### src/rtl/bus_dec_pkg.sv
// Package: shared widths and constants for the 65xx bus decoder.
// Assumes the decoder sees A15..A4, so the lowest address nibble is never decoded.
package bus_dec_pkg;
    localparam int ADDR_W    = 12;       // A15..A4
    localparam int NIB_W     = 4;        // A7..A4
    localparam int PAGE_W    = 8;        // A15..A8
    localparam logic [PAGE_W-1:0] IO_PAGE  = 8'h80;
    localparam logic [NIB_W-1:0]  LAT0_NIB = 4'h5;
    localparam logic [NIB_W-1:0]  LAT1_NIB = 4'h6;
    localparam int PER_COUNT = 4;        // one window per bit of A7..A4
endpackage

### src/rtl/strobe_gen.sv
// Module: strobe_gen
// Builds active-high read and write enables from bus direction and clock phase.
// Assumes rw is stable while phi2 is high.
module strobe_gen (
    input  logic rw,
    input  logic phi2,
    output logic rd_en,
    output logic wr_en
);
    // Gate the direction with the high clock phase.
    always_comb begin
        rd_en = rw & phi2;
        wr_en = ~rw & phi2;
    end
endmodule

### src/rtl/region_dec.sv
// Module: region_dec
// Decodes the coarse memory map: RAM (lower half), ROM (top quarter) and
// the single I/O page. All outputs are address-only, never clock gated.
// Assumes ADDR_W >= PAGE_W.
module region_dec #(
    parameter int ADDR_W = bus_dec_pkg::ADDR_W,
    parameter int PAGE_W = bus_dec_pkg::PAGE_W,
    parameter logic [PAGE_W-1:0] IO_PAGE = bus_dec_pkg::IO_PAGE
) (
    input  logic [ADDR_W-1:0] addr_hi,
    output logic              ram_hit,
    output logic              rom_hit,
    output logic              page_hit
);
    localparam int TOP = ADDR_W - 1;

    // Compare the upper address bits against each region.
    always_comb begin
        ram_hit  = ~addr_hi[TOP];
        rom_hit  = addr_hi[TOP] & addr_hi[TOP-1];
        page_hit = (addr_hi[TOP -: PAGE_W] == IO_PAGE);
    end
endmodule

### src/rtl/io_dec.sv
// Module: io_dec
// Splits the I/O page by nibble A7..A4 into the shared 65xx select (one-hot
// nibble windows), two clock-qualified latch enables and the expansion window.
// Assumes page_hit is already address-only and PER_COUNT <= NIB_W.
module io_dec #(
    parameter int NIB_W     = bus_dec_pkg::NIB_W,
    parameter int PER_COUNT = bus_dec_pkg::PER_COUNT,
    parameter logic [NIB_W-1:0] LAT0_NIB = bus_dec_pkg::LAT0_NIB,
    parameter logic [NIB_W-1:0] LAT1_NIB = bus_dec_pkg::LAT1_NIB
) (
    input  logic             page_hit,
    input  logic [NIB_W-1:0] nib,
    input  logic             phi2,
    output logic             per65_hit,
    output logic             lat0_en,
    output logic             lat1_en,
    output logic             xio_hit
);
    logic [PER_COUNT-1:0] win_hit;

    // One window per peripheral: exactly its own nibble bit set.
    for (genvar i = 0; i < PER_COUNT; i++) begin : g_win
        localparam logic [NIB_W-1:0] WIN_NIB = NIB_W'(1) << i;
        always_comb win_hit[i] = (nib == WIN_NIB);
    end

    // Combine windows and decode the remaining page slots.
    always_comb begin
        per65_hit = page_hit & (|win_hit);
        lat0_en   = page_hit & (nib == LAT0_NIB) & phi2;
        lat1_en   = page_hit & (nib == LAT1_NIB) & phi2;
        xio_hit   = page_hit & nib[NIB_W-1] & nib[NIB_W-2];
    end
endmodule

### src/rtl/bus_decoder_65.sv
// Module: bus_decoder_65
// Top of the 65xx bus decoder. Chip selects are address-only, while strobes
// and latch enables are qualified by phi2. All outputs are active low.
// Assumes a purely combinational use; no reset is needed.
module bus_decoder_65 (
    input  logic [11:0] addr_hi,
    input  logic        rw,
    input  logic        phi2,
    output logic        rd_n,
    output logic        wr_n,
    output logic        per65_cs_n,
    output logic        latch0_en_n,
    output logic        latch1_en_n,
    output logic        xio_cs_n,
    output logic        ram_cs_n,
    output logic        rom_cs_n
);
    import bus_dec_pkg::*;

    logic rd_en, wr_en;
    logic ram_hit, rom_hit, page_hit;
    logic per65_hit, lat0_en, lat1_en, xio_hit;

    strobe_gen u_strobe (
        .rw    (rw),
        .phi2  (phi2),
        .rd_en (rd_en),
        .wr_en (wr_en)
    );

    region_dec #(.ADDR_W(ADDR_W), .PAGE_W(PAGE_W), .IO_PAGE(IO_PAGE)) u_region (
        .addr_hi  (addr_hi),
        .ram_hit  (ram_hit),
        .rom_hit  (rom_hit),
        .page_hit (page_hit)
    );

    io_dec #(.NIB_W(NIB_W), .PER_COUNT(PER_COUNT),
             .LAT0_NIB(LAT0_NIB), .LAT1_NIB(LAT1_NIB)) u_io (
        .page_hit  (page_hit),
        .nib       (addr_hi[NIB_W-1:0]),
        .phi2      (phi2),
        .per65_hit (per65_hit),
        .lat0_en   (lat0_en),
        .lat1_en   (lat1_en),
        .xio_hit   (xio_hit)
    );

    // Drive the active-low output pins.
    always_comb begin
        rd_n        = ~rd_en;
        wr_n        = ~wr_en;
        per65_cs_n  = ~per65_hit;
        latch0_en_n = ~lat0_en;
        latch1_en_n = ~lat1_en;
        xio_cs_n    = ~xio_hit;
        ram_cs_n    = ~ram_hit;
        rom_cs_n    = ~rom_hit;
    end

    // Guard the exclusivity and phase rules across the three submodules.
    always_comb begin

        strobe_excl_chk: assert (rd_n | wr_n);

        phase_low_idle_chk: assert (phi2 | (rd_n & wr_n & latch0_en_n & latch1_en_n));

        sel_excl_chk: assert ($countones({~ram_cs_n, ~rom_cs_n, ~per65_cs_n,
                                          ~xio_cs_n, ~latch0_en_n, ~latch1_en_n}) <= 1);

        ram_top_gap_chk: assert ((addr_hi != 12'h800) |
                                 (per65_cs_n & xio_cs_n & latch0_en_n & latch1_en_n
                                  & ram_cs_n & rom_cs_n));
    end
endmodule

### config.mk
export PLATFORM = sky130hd
export DESIGN_NAME = bus_decoder_65
export DESIGN_NICKNAME = d
export VERILOG_FILES = /design/src/rtl/bus_dec_pkg.sv /design/src/rtl/strobe_gen.sv /design/src/rtl/region_dec.sv /design/src/rtl/io_dec.sv /design/src/rtl/bus_decoder_65.sv
export SDC_FILE = /design/constraint.sdc
export NUM_CORES = 1
export LEC_CHECK = 0
export ABC_AREA = 1
export CORE_AREA = 2 2 39 41
export DETAILED_ROUTE_END_ITERATION = 10
export DIE_AREA = 0 0 41 43
export DONT_BUFFER_PORTS = 1
export PLACE_DENSITY = 0.3
export SYNTH_ARGS = -nofsm -noshare
export SYNTH_HDL_FRONTEND = slang
export SYNTH_SLANG_ARGS = --single-unit
### constraint.sdc
create_clock -name vclk -period 0.8
set_input_delay 0.16 -clock vclk [all_inputs]
set_output_delay 0.16 -clock vclk [all_outputs]
set_load 0.005 [all_outputs]
== Yosys cells after proc, flatten, opt, wreduce, memory -nomap -nowiden ==
Index checks and enable logic that the tools add are counted.

* Bits in registers: 0
* Input port bits: 14
* Logic and storage cells: 26

* Equal/unequal tests: 7
* Bitwise gates (word level): 18
* Reduce and logical (&&, ||, !) cells: 1

{| class="wikitable"
|+ Operators with widths
! kind !! number
|-
| equality test 4 x 3 -> 1 bit, second input constant || 3
|-
| bitwise AND 1 bit || 10
|-
| equality test 8 bit, second input constant || 1
|-
| inverter 1 bit || 8
|-
| equality test 4 x 1 -> 1 bit, second input constant || 1
|-
| equality test 4 x 2 -> 1 bit, second input constant || 1
|-
| equality test 4 bit, second input constant || 1
|-
| OR reduction 4 bit || 1
|}

== Logic depth before layout (Yosys ltp) ==
Gate-level depths: netlist (run 1).

* Word-level depth: 4
* Depth in mapped cells: 5
* Gate-level depth less buffers: 5

== Hierarchy ==
A second synthesis (run 1) with hierarchy kept.

* Cell total of the unflattened synthesis: 44
* Area, all modules: 186.4 µm²

{| class="wikitable"
|+ Modules (own cells, without submodules)
! module !! times used !! cells an instance !! area an instance (µm²)
|-
| io_dec || 1 || 22 || 96.3
|-
| region_dec || 1 || 10 || 42.5
|-
| bus_decoder_65 || 1 || 8 || 30.0
|-
| strobe_gen || 1 || 4 || 17.5
|}

== Least setup slack after synthesis (run 1) ==
Ideal clock, no wire load.

* Kind: input -> output
* Start: in addr_hi[5]
* End: out latch0_en_n
* Arrival time: 0.539 ns
* Required time: 0.640 ns
* Slack: 0.101 ns
* Cell stages on the path: 4
* Cells stage by stage: nor2_1 -> nand2_1 -> nor2_2 -> nand3_1

* Cells in the longest elaborated chain, start to end: 4

{| class="wikitable"
|+ Ends and longest elaborated chain
! what !! RTL line !! RTL
|-
| from (decl) || bus_decoder_65.sv:6 || <nowiki>input logic [11:0] addr_hi,</nowiki>
|-
| equality test 8 bit || region_dec.sv:21 || <nowiki>page_hit = (addr_hi[TOP -: PAGE_W] == IO_PAGE);</nowiki>
|-
| bitwise AND 1 bit (2 in series) || io_dec.sv:30 || <nowiki>lat0_en = page_hit & (nib == LAT0_NIB) & phi2;</nowiki>
|-
| inverter 1 bit || bus_decoder_65.sv:54 || <nowiki>latch0_en_n = ~lat0_en;</nowiki>
|-
| to (decl) || bus_decoder_65.sv:12 || <nowiki>output logic latch0_en_n,</nowiki>
|}

Every way passes these cells.

== Final worst setup path (run 1) ==
Same ends and word-level chain as after synthesis.

==> results of run 1 <==
==> worst max-delay path, stage by stage <==
cell     delay (ps)
nor2_1           80
nand2_1          90
nor2_4          140
nand3_1         110
==> stage by stage <==
stage / instance area, um^2 / TNS (ps)
after global placement: 145 / 0
after detailed placement: 145 / -1.86
after global routing: 155 / -16.4
after floorplan: 133 / 0
final: 155 / 0
after CTS: 145 / 0
==> routing by layer <==
layer  share of wire, %  up-vias  track usage (%)
met3                 17        0             2.62
met2                 49       13             5.94
met1                 34       66             4.11
met5                  0        -                0
li1                   -       88                -
met4                  0        0                0
==> path summary, 6_finish.rpt <==
kind                  depth (start not counted)   startpoint           to
worst max-delay path                          4   addr_hi[5]  latch0_en_n
worst min-delay path                          0  addr_hi[11]     ram_cs_n
==> cells in the mapped netlist <==
library cell  instances
buf_4                 1
inv_1                 7
nand2_1               8
nand3_1               6
nor2_1                5
nor2_2                1
nor3b_1               1
or2_2                 1
==> layout make-up <==
class / count / share of cell area, %
Inverter: 7 / 16.9
Multi-Input combinational cell: 22 / 70.2
Tap cell: 16 / 12.9
==> kinds of logic after synthesis <==
logic type / synth area share (%)
buf+inv: 25.5
simple gates: 74.5
==> power breakdown <==
| part | switching (W) | leakage, nW | internal [W] |
|---|---|---|---|
| logic | 0.0000220 | 0.0757 | 0.0000160 |
| registers | 0 | 0 | 0 |
| clock network | 0 | 0 | 0 |
| total | 0.0000220 | 0.0757 | 0.0000160 |
==> timing repair <==
item	in CTS	in global routing
buffers inserted	0	0
resized for setup	0	2
setup endpoints to repair	0	4
==> out/summary.txt, run 1 <==
Hold-fix buffers, CTS: 0
Share of the synthesized area in the top cell type: 22.6%
Slew Viols, Final: 0
Post-synth top area cell: nand3_1
CP endpoint kind: output port
Antenna violations before repair: 0
Status: finished clean
Lkg Pwr: 0.0757 nW
Startpoint types: input pin
Min-delay worst type: in -> out
Largest net degree at the start of global routing: 5
Core footprint: 0.00138 mm^2
Remaining antenna violation count after routing: 0
Crit Path Class: in -> out
GP Congestion: 0.631
Die span in x: 41 um
RSZ-0062 raised after global routing: yes
Vias in the first global route: 128
Initial Util: 9.58%
Die ar.: 0.00176 mm^2
Routed via count: 167
Mapped cell area: 133 um^2
Total power: 0.0000380 W
Worst Max-Slew Pin Slew: 172 ps
# setup viols final: 0
Via density: 3.71
DR WL/cell: 8.73 um
Site row count: 14
Min Tclk post-route: 751 ps
Antenna cells: 0
Total wire length: 393 um
Post-Layout Cell Count: 45
CP Data Required Time: 640 ps
First-pass DRT Iterations: 4
Largest fanout on the critical path: 4
Die Height: 43 um
I/O Buffers: 0
Slack of the critical path: 49.0 ps
Max Cap Violations: 0
Most frequent cells in the layout: nand2_1 (8), inv_1 (7), nand3_1 (6)
Inst Count DP: 45
Multi-input logic area: 109 um^2
Synth unique cells: 8
Yosys warning count: 0
Total gr overflow: 0
Max Clk Rate: 1330 MHz
Final #Nets: 45
Post-Syn Nets: 44
First-pass GRT wire length: 476 um
Layout area overhead: 17.0%
Reg area: 0 um^2
Hold Slack: 320 ps
Place WS: -1.86 ps
Seq/Total Area, Yosys: 0%
# clk buffers: 0
Synth area leaders: nand3_1 (23%), nand2_1 (23%), inv_1 (20%), nor2_1 (14%), buf_4 (5.7%)
Part of the cycle the worst path needs: 93.9%
Post-Syn Instances: 30
Syn Area/Cell: 4.42 um^2
Commonest non-fill, non-tap cell in the layout: nand2_1
I/O pin count: 22
Rel. slew slack: 88.5%
DR DRC count: 0
PwrDens: 245 mW/mm^2
FFs & Latches: 0
Worst IR Drop VDD: 0.0334 mV
Post-DP HPWL: 372 um
Final core utilization: 11.2%
Crit path DAT: 590 ps
Share of cells above drive strength 1: 10.3%
Fillcell total: 168
Hold Fails Final Rpt: 0
DRT iter0 DRCs: 2
Gr usage total: 3.70%
Note: power is estimated with default switching activity, not from simulation.
==> run 2, diff against run 1 <==
Clock period 0.8 ns to 0.9 ns, I/O delays scaled along.
==> out/summary.txt, run 2 (synthesis gave the netlist of run 1 again) <==
Min-delay worst type: in -> out (unchanged)
Initial Util: 9.58% (unchanged)
Total negative slack: 0 ps (unchanged)
Hold Slack: 360 ps (was 320 ps)
Antenna cells: 0 (unchanged)
Die ar.: 0.00176 mm^2 (unchanged)
Commonest non-fill, non-tap cell in the layout: nand2_1 (unchanged)
I/O pin count: 22 (unchanged)
Layout area overhead: 17.0% (unchanged)
PwrDens: 216 mW/mm^2 (was 245 mW/mm^2)
Core footprint: 0.00138 mm^2 (unchanged)
Max Cap Violations: 0 (unchanged)
Reg area: 0 um^2 (unchanged)
Post-DP HPWL: 360 um (was 372 um)
Crit Path Class: in -> out (unchanged)
Die Height: 43 um (unchanged)
Remaining antenna violation count after routing: 0 (unchanged)
Via density: 3.62 (was 3.71)
Vias in the first global route: 106 (was 128)
First-pass GRT wire length: 455 um (was 476 um)
Antenna violations before repair: 0 (unchanged)
Worst IR Drop VDD: 0.0266 mV (was 0.0334 mV)
Fraction of power consumed by sequential logic: 0% (about the same)
Max Clk Rate: 1280 MHz
GP Congestion: 0.626 (was 0.631)
Clock share of power: 0% (about the same)
# clk buffers: 0 (unchanged)
Gr usage total: 3.70% (unchanged)
Logic pwr share: 100.0% (about the same)
DR DRC count: 0 (unchanged)
Slew Viols, Final: 0 (unchanged)
DRT iter0 DRCs: 0 (was 2)
Rel. slew slack: 88.0% (was 88.5%)
Part of the cycle the worst path needs: 87.1%
Lkg Pwr: 0.0757 nW (unchanged)
Largest fanout on the critical path: 4 (unchanged)
DR WL/cell: 8.20 um (was 8.73 um)
RSZ-0062 raised after global routing: no (was yes)
Post-CTS sizing: 0 (unchanged)
Worst Max-Slew Pin Slew: 179 ps (was 172 ps)
Startpoint types: input pin (unchanged)
Total gr overflow: 0 (unchanged)
CP endpoint kind: output port (unchanged)
Share of cells above drive strength 1: 10.3% (unchanged)
Die span in x: 41 um (unchanged)
Routed via count: 163 (was 167)
Status: finished clean (unchanged)
FFs & Latches: 0 (unchanged)
Min Tclk post-route: 784 ps
Int Pwr: 0.0000142 W (was 0.0000160 W)
CP Data Required Time: 720 ps (was 640 ps)
Most frequent cells in the layout: nand2_1 (8), inv_1 (7), nand3_1 (6) (unchanged)
Hold Fails Final Rpt: 0 (unchanged)
I/O Buffers: 0 (unchanged)
Largest net degree at the start of global routing: 5 (unchanged)
Final #Nets: 45 (unchanged)
Site row count: 14 (unchanged)
# setup viols final: 0 (unchanged)
Net Sw Power: 0.0000192 W (was 0.0000220 W)
# Post-CTS Setup Buffers: 0 (unchanged)
Total wire length: 369 um (was 393 um)
Hold-fix buffers, CTS: 0 (unchanged)
Switching share of power: 57.4% (was 57.8%)
First-pass DRT Iterations: 1 (was 4)
Crit path DAT: 600 ps (was 590 ps)
run 2: final timing paths:
| kind | start | endpoint | slack (ps) | depth (start not counted) |
|---|---|---|---|---|
| setup / recovery | addr_hi[5] | per65_cs_n | 120 | 4 |
| hold / removal | addr_hi[11] | ram_cs_n | 360 | 0 |
run 2: power by group through the flow:
stage                     Clock, W  Combinational (W)  Sequential (W)
after floorplan                  0          0.0000319               0
after global placement           0          0.0000329               0
after detailed placement         0          0.0000323               0
after CTS                        0          0.0000324               0
after global routing             0          0.0000393               0
final                            0          0.0000335               0
run 2: through the flow:
| stage | area, um^2 | setup slack, ps | total power (W) | util (%) | std cells |
|---|---|---|---|---|---|
| 2_1_floorplan | 133 | 161 | 0.0000319 | - | 30 |
| 3_3_place_gp | 145 | 41.9 | 0.0000329 | 10.5 | 45 |
| 3_5_place_dp | 145 | 62.5 | 0.0000323 | 10.5 | 45 |
| 4_1_cts | 145 | 58.9 | 0.0000324 | 10.5 | 45 |
| 5_1_grt | 155 | 27.8 | 0.0000393 | 11.2 | 45 |
| 6_report | 155 | 116 | 0.0000335 | 11.2 | 45 |
run 2: cell type report:
type / count / area (um^2)
multi-input cells: 22 / 109
well taps: 16 / 20.0
fillers: 165 / 1230
inverters: 7 / 26.3
run 2: worst max-delay path, stage by stage:
cell	delay [ps]
nor2_1	80
nand2_1	90
nor2_4	140
nand3_1	110
run 2: metal layers:
metal / GRT usage, % / vias to the layer above / share of wire [%] / wire (um)
met2: 5.31 / 11 / 48 / 177
met1: 3.80 / 65 / 27 / 100
met3: 4.19 / 0 / 25 / 92
li1: - / 87 / - / -
met5: 0 / - / 0 / 0
met4: 0 / 0 / 0 / 0
